==> src/rtl/pdf_pkg.sv <==
package pdf_pkg;
   localparam int REG_AW = 5;
   localparam int WORD_W = 32;
   localparam int DESC_W = 3 * WORD_W;

   localparam logic [REG_AW-1:0] OFS_TAG  = 5'h00;
   localparam logic [REG_AW-1:0] OFS_CTRL = 5'h04;
   localparam logic [REG_AW-1:0] OFS_SF   = 5'h08;
   localparam logic [REG_AW-1:0] OFS_HI   = 5'h0C;
   localparam logic [REG_AW-1:0] OFS_LO   = 5'h10;

   localparam int CB_RST      = 0;
   localparam int CB_IE       = 1;
   localparam int CB_DONE     = 2;
   localparam int CB_INFULL   = 4;
   localparam int CB_OUTEMPTY = 5;
   localparam int CB_STARVE   = 6;
   localparam int CB_ERR      = 31;
   localparam int SF_DONE     = 31;

   typedef struct packed {
      logic [WORD_W-1:0] sf;
      logic [WORD_W-1:0] hi;
      logic [WORD_W-1:0] lo;
   } desc_t;
endpackage

==> src/rtl/pdf_fifo.sv <==
module pdf_fifo #(
   parameter int WIDTH = 96,
   parameter int DEPTH = 8
) (
   input  logic             clk,
   input  logic             rst_n,
   input  logic             flush,
   input  logic             push,
   input  logic [WIDTH-1:0] wdata,
   input  logic             pop,
   output logic [WIDTH-1:0] rdata,
   output logic             full,
   output logic             empty
);
   localparam int AW = (DEPTH > 1) ? $clog2(DEPTH) : 1;

   generate
      if (DEPTH < 2 || (1 << AW) != DEPTH) begin : g_bad_depth
         $error("pdf_fifo: DEPTH must be a power of two, at least 2");
      end
      if (WIDTH < 1) begin : g_bad_width
         $error("pdf_fifo: WIDTH must be positive");
      end
   endgenerate

   logic [WIDTH-1:0] mem [DEPTH];
   logic [AW:0]      wp, rp;

   assign empty = (wp == rp);
   assign full  = (wp[AW] != rp[AW]) && (wp[AW-1:0] == rp[AW-1:0]);
   assign rdata = mem[rp[AW-1:0]];

   always_ff @(posedge clk or negedge rst_n) begin
      if (!rst_n) begin
         wp <= '0;
         rp <= '0;
      end else if (flush) begin
         wp <= '0;
         rp <= '0;
      end else begin
         if (push) wp <= wp + 1'b1;
         if (pop)  rp <= rp + 1'b1;
      end
   end

   always_ff @(posedge clk) begin
      if (push && !flush) mem[wp[AW-1:0]] <= wdata;
   end


   no_overflow_chk: assert property (@(posedge clk) disable iff (!rst_n)
      push |-> !full)
      else $error("push into full queue");


   no_underflow_chk: assert property (@(posedge clk) disable iff (!rst_n)
      pop |-> !empty)
      else $error("pop from empty queue");
endmodule

==> src/rtl/pdf_ctrl.sv <==
module pdf_ctrl
   import pdf_pkg::*;
#(
   parameter logic [WORD_W-1:0] TAG = 32'h0000_0001
) (
   input  logic              clk,
   input  logic              rst_n,
   input  logic              reg_wr,
   input  logic              reg_rd,
   input  logic [REG_AW-1:0] reg_addr,
   input  logic [WORD_W-1:0] reg_wdata,
   output logic [WORD_W-1:0] reg_rdata,
   input  logic              in_full,
   output logic              in_push,
   output desc_t             in_desc,
   input  logic              out_empty,
   input  desc_t             out_head,
   output logic              out_pop,
   input  logic              cmp_push,
   input  logic              dev_starve,
   output logic              flush,
   output logic              irq
);
   logic              ie_q, done_q, err_q, starve_q;
   logic [WORD_W-1:0] sf_q, hi_q;
   logic              wr_ctrl, wr_sf, wr_hi, wr_lo, rd_lo;

   assign wr_ctrl = reg_wr && (reg_addr == OFS_CTRL);
   assign wr_sf   = reg_wr && (reg_addr == OFS_SF);
   assign wr_hi   = reg_wr && (reg_addr == OFS_HI);
   assign wr_lo   = reg_wr && (reg_addr == OFS_LO);
   assign rd_lo   = reg_rd && (reg_addr == OFS_LO);

   assign flush   = wr_ctrl && reg_wdata[CB_RST];
   assign in_push = wr_lo && !in_full;
   assign out_pop = rd_lo && !out_empty;

   always_comb begin
      in_desc     = '{sf: sf_q, hi: hi_q, lo: reg_wdata};
      in_desc.sf[SF_DONE] = 1'b0;
   end

   always_ff @(posedge clk or negedge rst_n) begin
      if (!rst_n) begin
         ie_q     <= 1'b0;
         done_q   <= 1'b0;
         err_q    <= 1'b0;
         starve_q <= 1'b0;
         sf_q     <= '0;
         hi_q     <= '0;
      end else begin
         if (wr_ctrl) ie_q <= reg_wdata[CB_IE];
         if (flush) begin
            done_q   <= 1'b0;
            err_q    <= 1'b0;
            starve_q <= 1'b0;
            sf_q     <= '0;
            hi_q     <= '0;
         end else begin
            if (cmp_push)                           done_q <= 1'b1;
            else if (wr_ctrl && reg_wdata[CB_DONE]) done_q <= 1'b0;
            if (wr_lo && in_full) err_q    <= 1'b1;
            if (dev_starve)       starve_q <= 1'b1;
            if (wr_sf)            sf_q     <= reg_wdata;
            if (wr_hi)            hi_q     <= reg_wdata;
         end
      end
   end

   assign irq = done_q && ie_q;

   always_comb begin
      reg_rdata = '0;
      unique case (reg_addr)
         OFS_TAG:  reg_rdata = TAG;
         OFS_CTRL: begin
            reg_rdata[CB_IE]       = ie_q;
            reg_rdata[CB_DONE]     = done_q;
            reg_rdata[CB_INFULL]   = in_full;
            reg_rdata[CB_OUTEMPTY] = out_empty;
            reg_rdata[CB_STARVE]   = starve_q;
            reg_rdata[CB_ERR]      = err_q;
         end
         OFS_SF:   reg_rdata = out_empty ? '0 : out_head.sf;
         OFS_HI:   reg_rdata = out_empty ? '0 : out_head.hi;
         OFS_LO:   reg_rdata = out_empty ? '0 : out_head.lo;
         default:  reg_rdata = '0;
      endcase
   end


   done_set_chk: assert property (@(posedge clk) disable iff (!rst_n)
      (cmp_push && !flush) |=> done_q)
      else $error("accepted completion did not raise done");


   err_set_chk: assert property (@(posedge clk) disable iff (!rst_n)
      (wr_lo && in_full) |=> err_q)
      else $error("dropped descriptor did not raise error");


   flush_clr_chk: assert property (@(posedge clk) disable iff (!rst_n)
      flush |=> (!done_q && !err_q && !starve_q && !irq))
      else $error("soft reset left status set");
endmodule

==> src/rtl/pkt_desc_fifo_if.sv <==
module pkt_desc_fifo_if
   import pdf_pkg::*;
#(
   parameter int                DEPTH = 8,
   parameter logic [WORD_W-1:0] TAG   = 32'h0000_0001
) (
   input  logic              clk,
   input  logic              rst_n,
   input  logic              reg_wr,
   input  logic              reg_rd,
   input  logic [REG_AW-1:0] reg_addr,
   input  logic [WORD_W-1:0] reg_wdata,
   output logic [WORD_W-1:0] reg_rdata,
   output logic              dev_desc_valid,
   input  logic              dev_desc_ready,
   output logic [DESC_W-1:0] dev_desc_data,
   input  logic              cmp_valid,
   output logic              cmp_ready,
   input  logic [DESC_W-1:0] cmp_data,
   input  logic              dev_starve,
   output logic              irq
);
   localparam logic [DESC_W-1:0] CMP_DONE_MASK = {1'b1, {(DESC_W-1){1'b0}}};

   logic  flush, in_push, in_full, in_empty, in_pop;
   logic  out_push, out_pop, out_full, out_empty;
   desc_t in_desc, in_head, out_head;

   assign dev_desc_valid = !in_empty;
   assign in_pop         = dev_desc_valid && dev_desc_ready;
   assign dev_desc_data  = in_head;
   assign cmp_ready      = !out_full;
   assign out_push       = cmp_valid && cmp_ready;

   pdf_fifo #(.WIDTH(DESC_W), .DEPTH(DEPTH)) u_in_q (
      .clk(clk), .rst_n(rst_n), .flush(flush),
      .push(in_push), .wdata(in_desc),
      .pop(in_pop), .rdata(in_head),
      .full(in_full), .empty(in_empty)
   );

   pdf_fifo #(.WIDTH(DESC_W), .DEPTH(DEPTH)) u_out_q (
      .clk(clk), .rst_n(rst_n), .flush(flush),
      .push(out_push), .wdata(cmp_data | CMP_DONE_MASK),
      .pop(out_pop), .rdata(out_head),
      .full(out_full), .empty(out_empty)
   );

   pdf_ctrl #(.TAG(TAG)) u_ctrl (
      .clk(clk), .rst_n(rst_n),
      .reg_wr(reg_wr), .reg_rd(reg_rd), .reg_addr(reg_addr),
      .reg_wdata(reg_wdata), .reg_rdata(reg_rdata),
      .in_full(in_full), .in_push(in_push), .in_desc(in_desc),
      .out_empty(out_empty), .out_head(out_head), .out_pop(out_pop),
      .cmp_push(out_push), .dev_starve(dev_starve),
      .flush(flush), .irq(irq)
   );


   cmp_done_flag_chk: assert property (@(posedge clk) disable iff (!rst_n)
      !out_empty |-> out_head.sf[SF_DONE])
      else $error("stored completion lacks done flag");
endmodule

==> config.mk <==
export PLATFORM = sky130hd
export DESIGN_NAME = pkt_desc_fifo_if
export DESIGN_NICKNAME = d
export VERILOG_FILES = /design/src/rtl/pdf_pkg.sv /design/src/rtl/pdf_fifo.sv /design/src/rtl/pdf_ctrl.sv /design/src/rtl/pkt_desc_fifo_if.sv
export SDC_FILE = /design/constraint.sdc
export NUM_CORES = 2
export LEC_CHECK = 0
export BUFFER_PORTS_ARGS = -buffer_cell sky130_fd_sc_hd__buf_2
export CORE_MARGIN = 5
export CORE_UTILIZATION = 63
export CTS_CLUSTER_DIAMETER = 50
export DETAILED_ROUTE_END_ITERATION = 10
export PLACE_DENSITY = 0.83
export SKIP_CTS_REPAIR_TIMING = 1
export SLEW_MARGIN = 0
export SYNTH_ARGS = -nofsm -noshare
export SYNTH_HDL_FRONTEND = slang
export SYNTH_SLANG_ARGS = --single-unit
==> constraint.sdc <==
create_clock -name clk -period 14.9 [get_ports clk]
set_input_delay 0 -clock clk [delete_from_list [all_inputs] [get_ports clk]]
set_output_delay 0 -clock clk [all_outputs]
set_load 0.02 [all_outputs]
==> reports/results.ini <==
[critical_path]
cp_num_buf_inv=3
critical_path_required_ns=14.90
path_cells=buf_4 > buf_4 > mux4_2 > mux2i_1 > o22a_1 > o21ai_0 > buf_2
cpMostUsedCell=buf_4
start_kind=flop
path_max_fanout=83
critPathSlowestCell=dfrtp_4
endpoint_kind=output pin
critPathTopFamily=buffers and inverters
critPathArrivalTime_ns=4.92
crit_type=reg2out
critPathMaxStageDelay_ns=1.16

[timing]
finalSetupViolations=0
min_period_over_period=0.330
rsz0062_at_grt=no
slew_headroom=0.0216
hold_viol_final=0
fin_ws_ns=9.98
whs_ns=0.0307
fin_skew_ns=0.0473
slew_viol_final=0
worstMarginPinSlew_ns=1.45
fmax_ghz=0.203
fin_tns_setup_ns=0
finalCriticalPeriod_ns=4.92

[clock_tree]
cts_tree=built
clk_latency_ns=0.77
cts_buffers=154
cts_root_buf=clkbuf_16
h-tree-depth=4
cts_buffer_depth=3
cts_num_sinks=1603
clk_pin_slew_ns=0.06

[power_and_ir_drop]
pwr-share-comb=0.233
p_per_area_nw_per_um2=180
ir_drop_uv=152
seqPwrFrac=0.453
p_int_w=0.00899
switching_share=0.290
p_leak_nw=23.0
pwr-share-clk=0.314
p_switching_w=0.00367

[synth]
yosys_warnings=0
postSynthCellCount=2742
synth_top_area_frac=0.746
ys_ff_latch=1603
synthTopCellsByArea=edfxtp_1, mux4_2, dfrtp_1, mux2_2, nand2_1
yosys.area.top_type=edfxtp_1
ys_types=50
synthesis.nets=2886
postSynthAreaPerCell_um2=22.3
synth_area_um2=61200
yosysSeqAreaShare=0.780

[cells_and_area]
mostFrequentLayoutCells=edfxtp_1, mux4_2, buf_2, nand2_1, clkbuf_16
syn_to_final_growth_pct=15.3
drive_above_1_share=0.320
num-nets-final=3355
final_common_cell=edfxtp_1

[place]
gp_congestion=0.777
hpwl_um=73500
dp_slack_ns=10.57
port_buffers=268

[global_routing]
grt-ovfl-total=0
antenna_found_initial=21
grt_util_all_layers=0.284
grt_pass1_wl_um=214000
grt_pass1_vias=31500
grt_max_degree=118

[floorplan]
io_pins=271
core_area_um2=96600
die_area_um2=103000
floorplan.initialDensity=0.633
fp.dieH_um=322
rows=114
dieWidth_um=322

[run]
cap_violations=1

[route]
wire_per_inst_um=32.7
num_vias=31300
drt_iter0_drc=4240
totalWireLength_um=151000
drt_pass1_iterations=6
ant_nets=0
via_per_inst=6.75
route.detailed.drc=0

[outcome]
violations=max-capacitance violations
status=finished with violations

[hold_path]
min_path_type=in2reg

flip-flops by register name (all words and copies together), names as in the netlist:
signal and flops:
u_in_q.mem 760, u_out_q.mem 760, u_ctrl.hi_q 32, u_ctrl.sf_q 31
u_in_q.rp 4, u_in_q.wp 4, u_out_q.rp 4, u_out_q.wp 4
u_ctrl.done_q 1, u_ctrl.err_q 1, u_ctrl.ie_q 1, u_ctrl.starve_q 1
synth_stat cells (all sizes together):
library cell	number
o41a	1
o22a	17
nand3	12
a2bb2oi	2
a21oi	83
clkbuf	50
o211ai	4
o21ai	23
nor4b	1
and3	8
nand2	172
a211o	1
nand4	4
or4b	1
a31oi	2
edfxtp	1520
or3	4
ha	4
nor2b	3
buf	101
nand2b	2
dfrtp	83
a22oi	23
a21boi	5
mux2i	59
o221ai	1
xor2	11
nor3b	4
nor4	4
xnor2	8
a22o	3
and2	4
inv	2
nor2	25
mux2	104
or2	1
conb	1
o21a	5
o2bb2ai	1
nor3	5
mux4	378
worst register-to-register path: cells and delay by family (launching register included):
| kind | cells | cell delay [ns] |
|---|---|---|
| XOR/XNOR | 1 | 0.31 |
| buffers and inverters | 2 | 1.47 |
| flip-flops | 1 | 1.16 |
| AND/OR/NAND/NOR | 4 | 0.95 |
metal layers:
metal / part of all wire / GRT usage
met5: 0.00074 / 0
met4: 0.038 / 0.100
met3: 0.10 / 0.0770
met1: 0.33 / 0.358
met2: 0.53 / 0.483
area by class of cell:
type                       count  area, um^2
tap                         1276        1600
timing repair buffer         464        3180
sequential                  1603       47700
clock buffer                 201        4230
inverter                       2        7.51
antenna                       17        42.5
clock inverter                82         942
multi-input combinational    986       12800
fill                        4956       26100
power by group through the flow:
| stage | combinational (W) | sequential, W | clock, W |
|---|---|---|---|
| floorplan | 0.00224 | 0.00561 | 0 |
| global placement | 0.00279 | 0.00575 | 0 |
| detailed placement | 0.00285 | 0.00580 | 0 |
| CTS | 0.00293 | 0.00573 | 0.00399 |
| global route | 0.00312 | 0.00577 | 0.00422 |
| finish | 0.00295 | 0.00573 | 0.00398 |
through the flow:
| step | utilization | instance area, um^2 | std cells | total power (W) |
|---|---|---|---|---|
| after CTS | 0.715 | 69100 | 4476 | 0.0126 |
| after global placement | 0.662 | 63900 | 4193 | 0.00854 |
| after global routing | 0.730 | 70500 | 4620 | 0.0131 |
| after floorplan | - | 61200 | 2742 | 0.00785 |
| after detailed placement | 0.662 | 63900 | 4193 | 0.00865 |
| final | 0.730 | 70500 | 4631 | 0.0127 |
final timing paths:
path	to	cells after the start	slack [ns]	startpoint
worst max-delay path	reg_rdata[17]	7	9.98	u_out_q.rp[1]
worst min-delay path	u_in_q.wp[1]	6	0.03	reg_addr[0]
worst max register to register	u_out_q.mem[2][89]	7	10.57	u_out_q.rp[1]
worst min register to register	u_ctrl.err_q	2	0.52	u_ctrl.err_q
max in group asynchronous	u_out_q.rp[2]	4	13.57	rst_n
min in group asynchronous	u_ctrl.hi_q[15]	4	0.29	rst_n
cells by family (layout without fill, tap and decap cells):
kind of cell / count (synthesis) / after routing / synth area share
adders and majority gates: 4 / 4 / 0.000818
muxes: 541 / 541 / 0.168
other: 1 / 18 / 0.0000613
DFF: 1603 / 1603 / 0.780
xor gates and xnor gates: 19 / 19 / 0.00272
AOI/OAI and AO/OA: 171 / 171 / 0.0172
buffers and inverters: 153 / 749 / 0.0130
and+or+nand+nor: 250 / 250 / 0.0180
(Power assumes the default switching activity.)
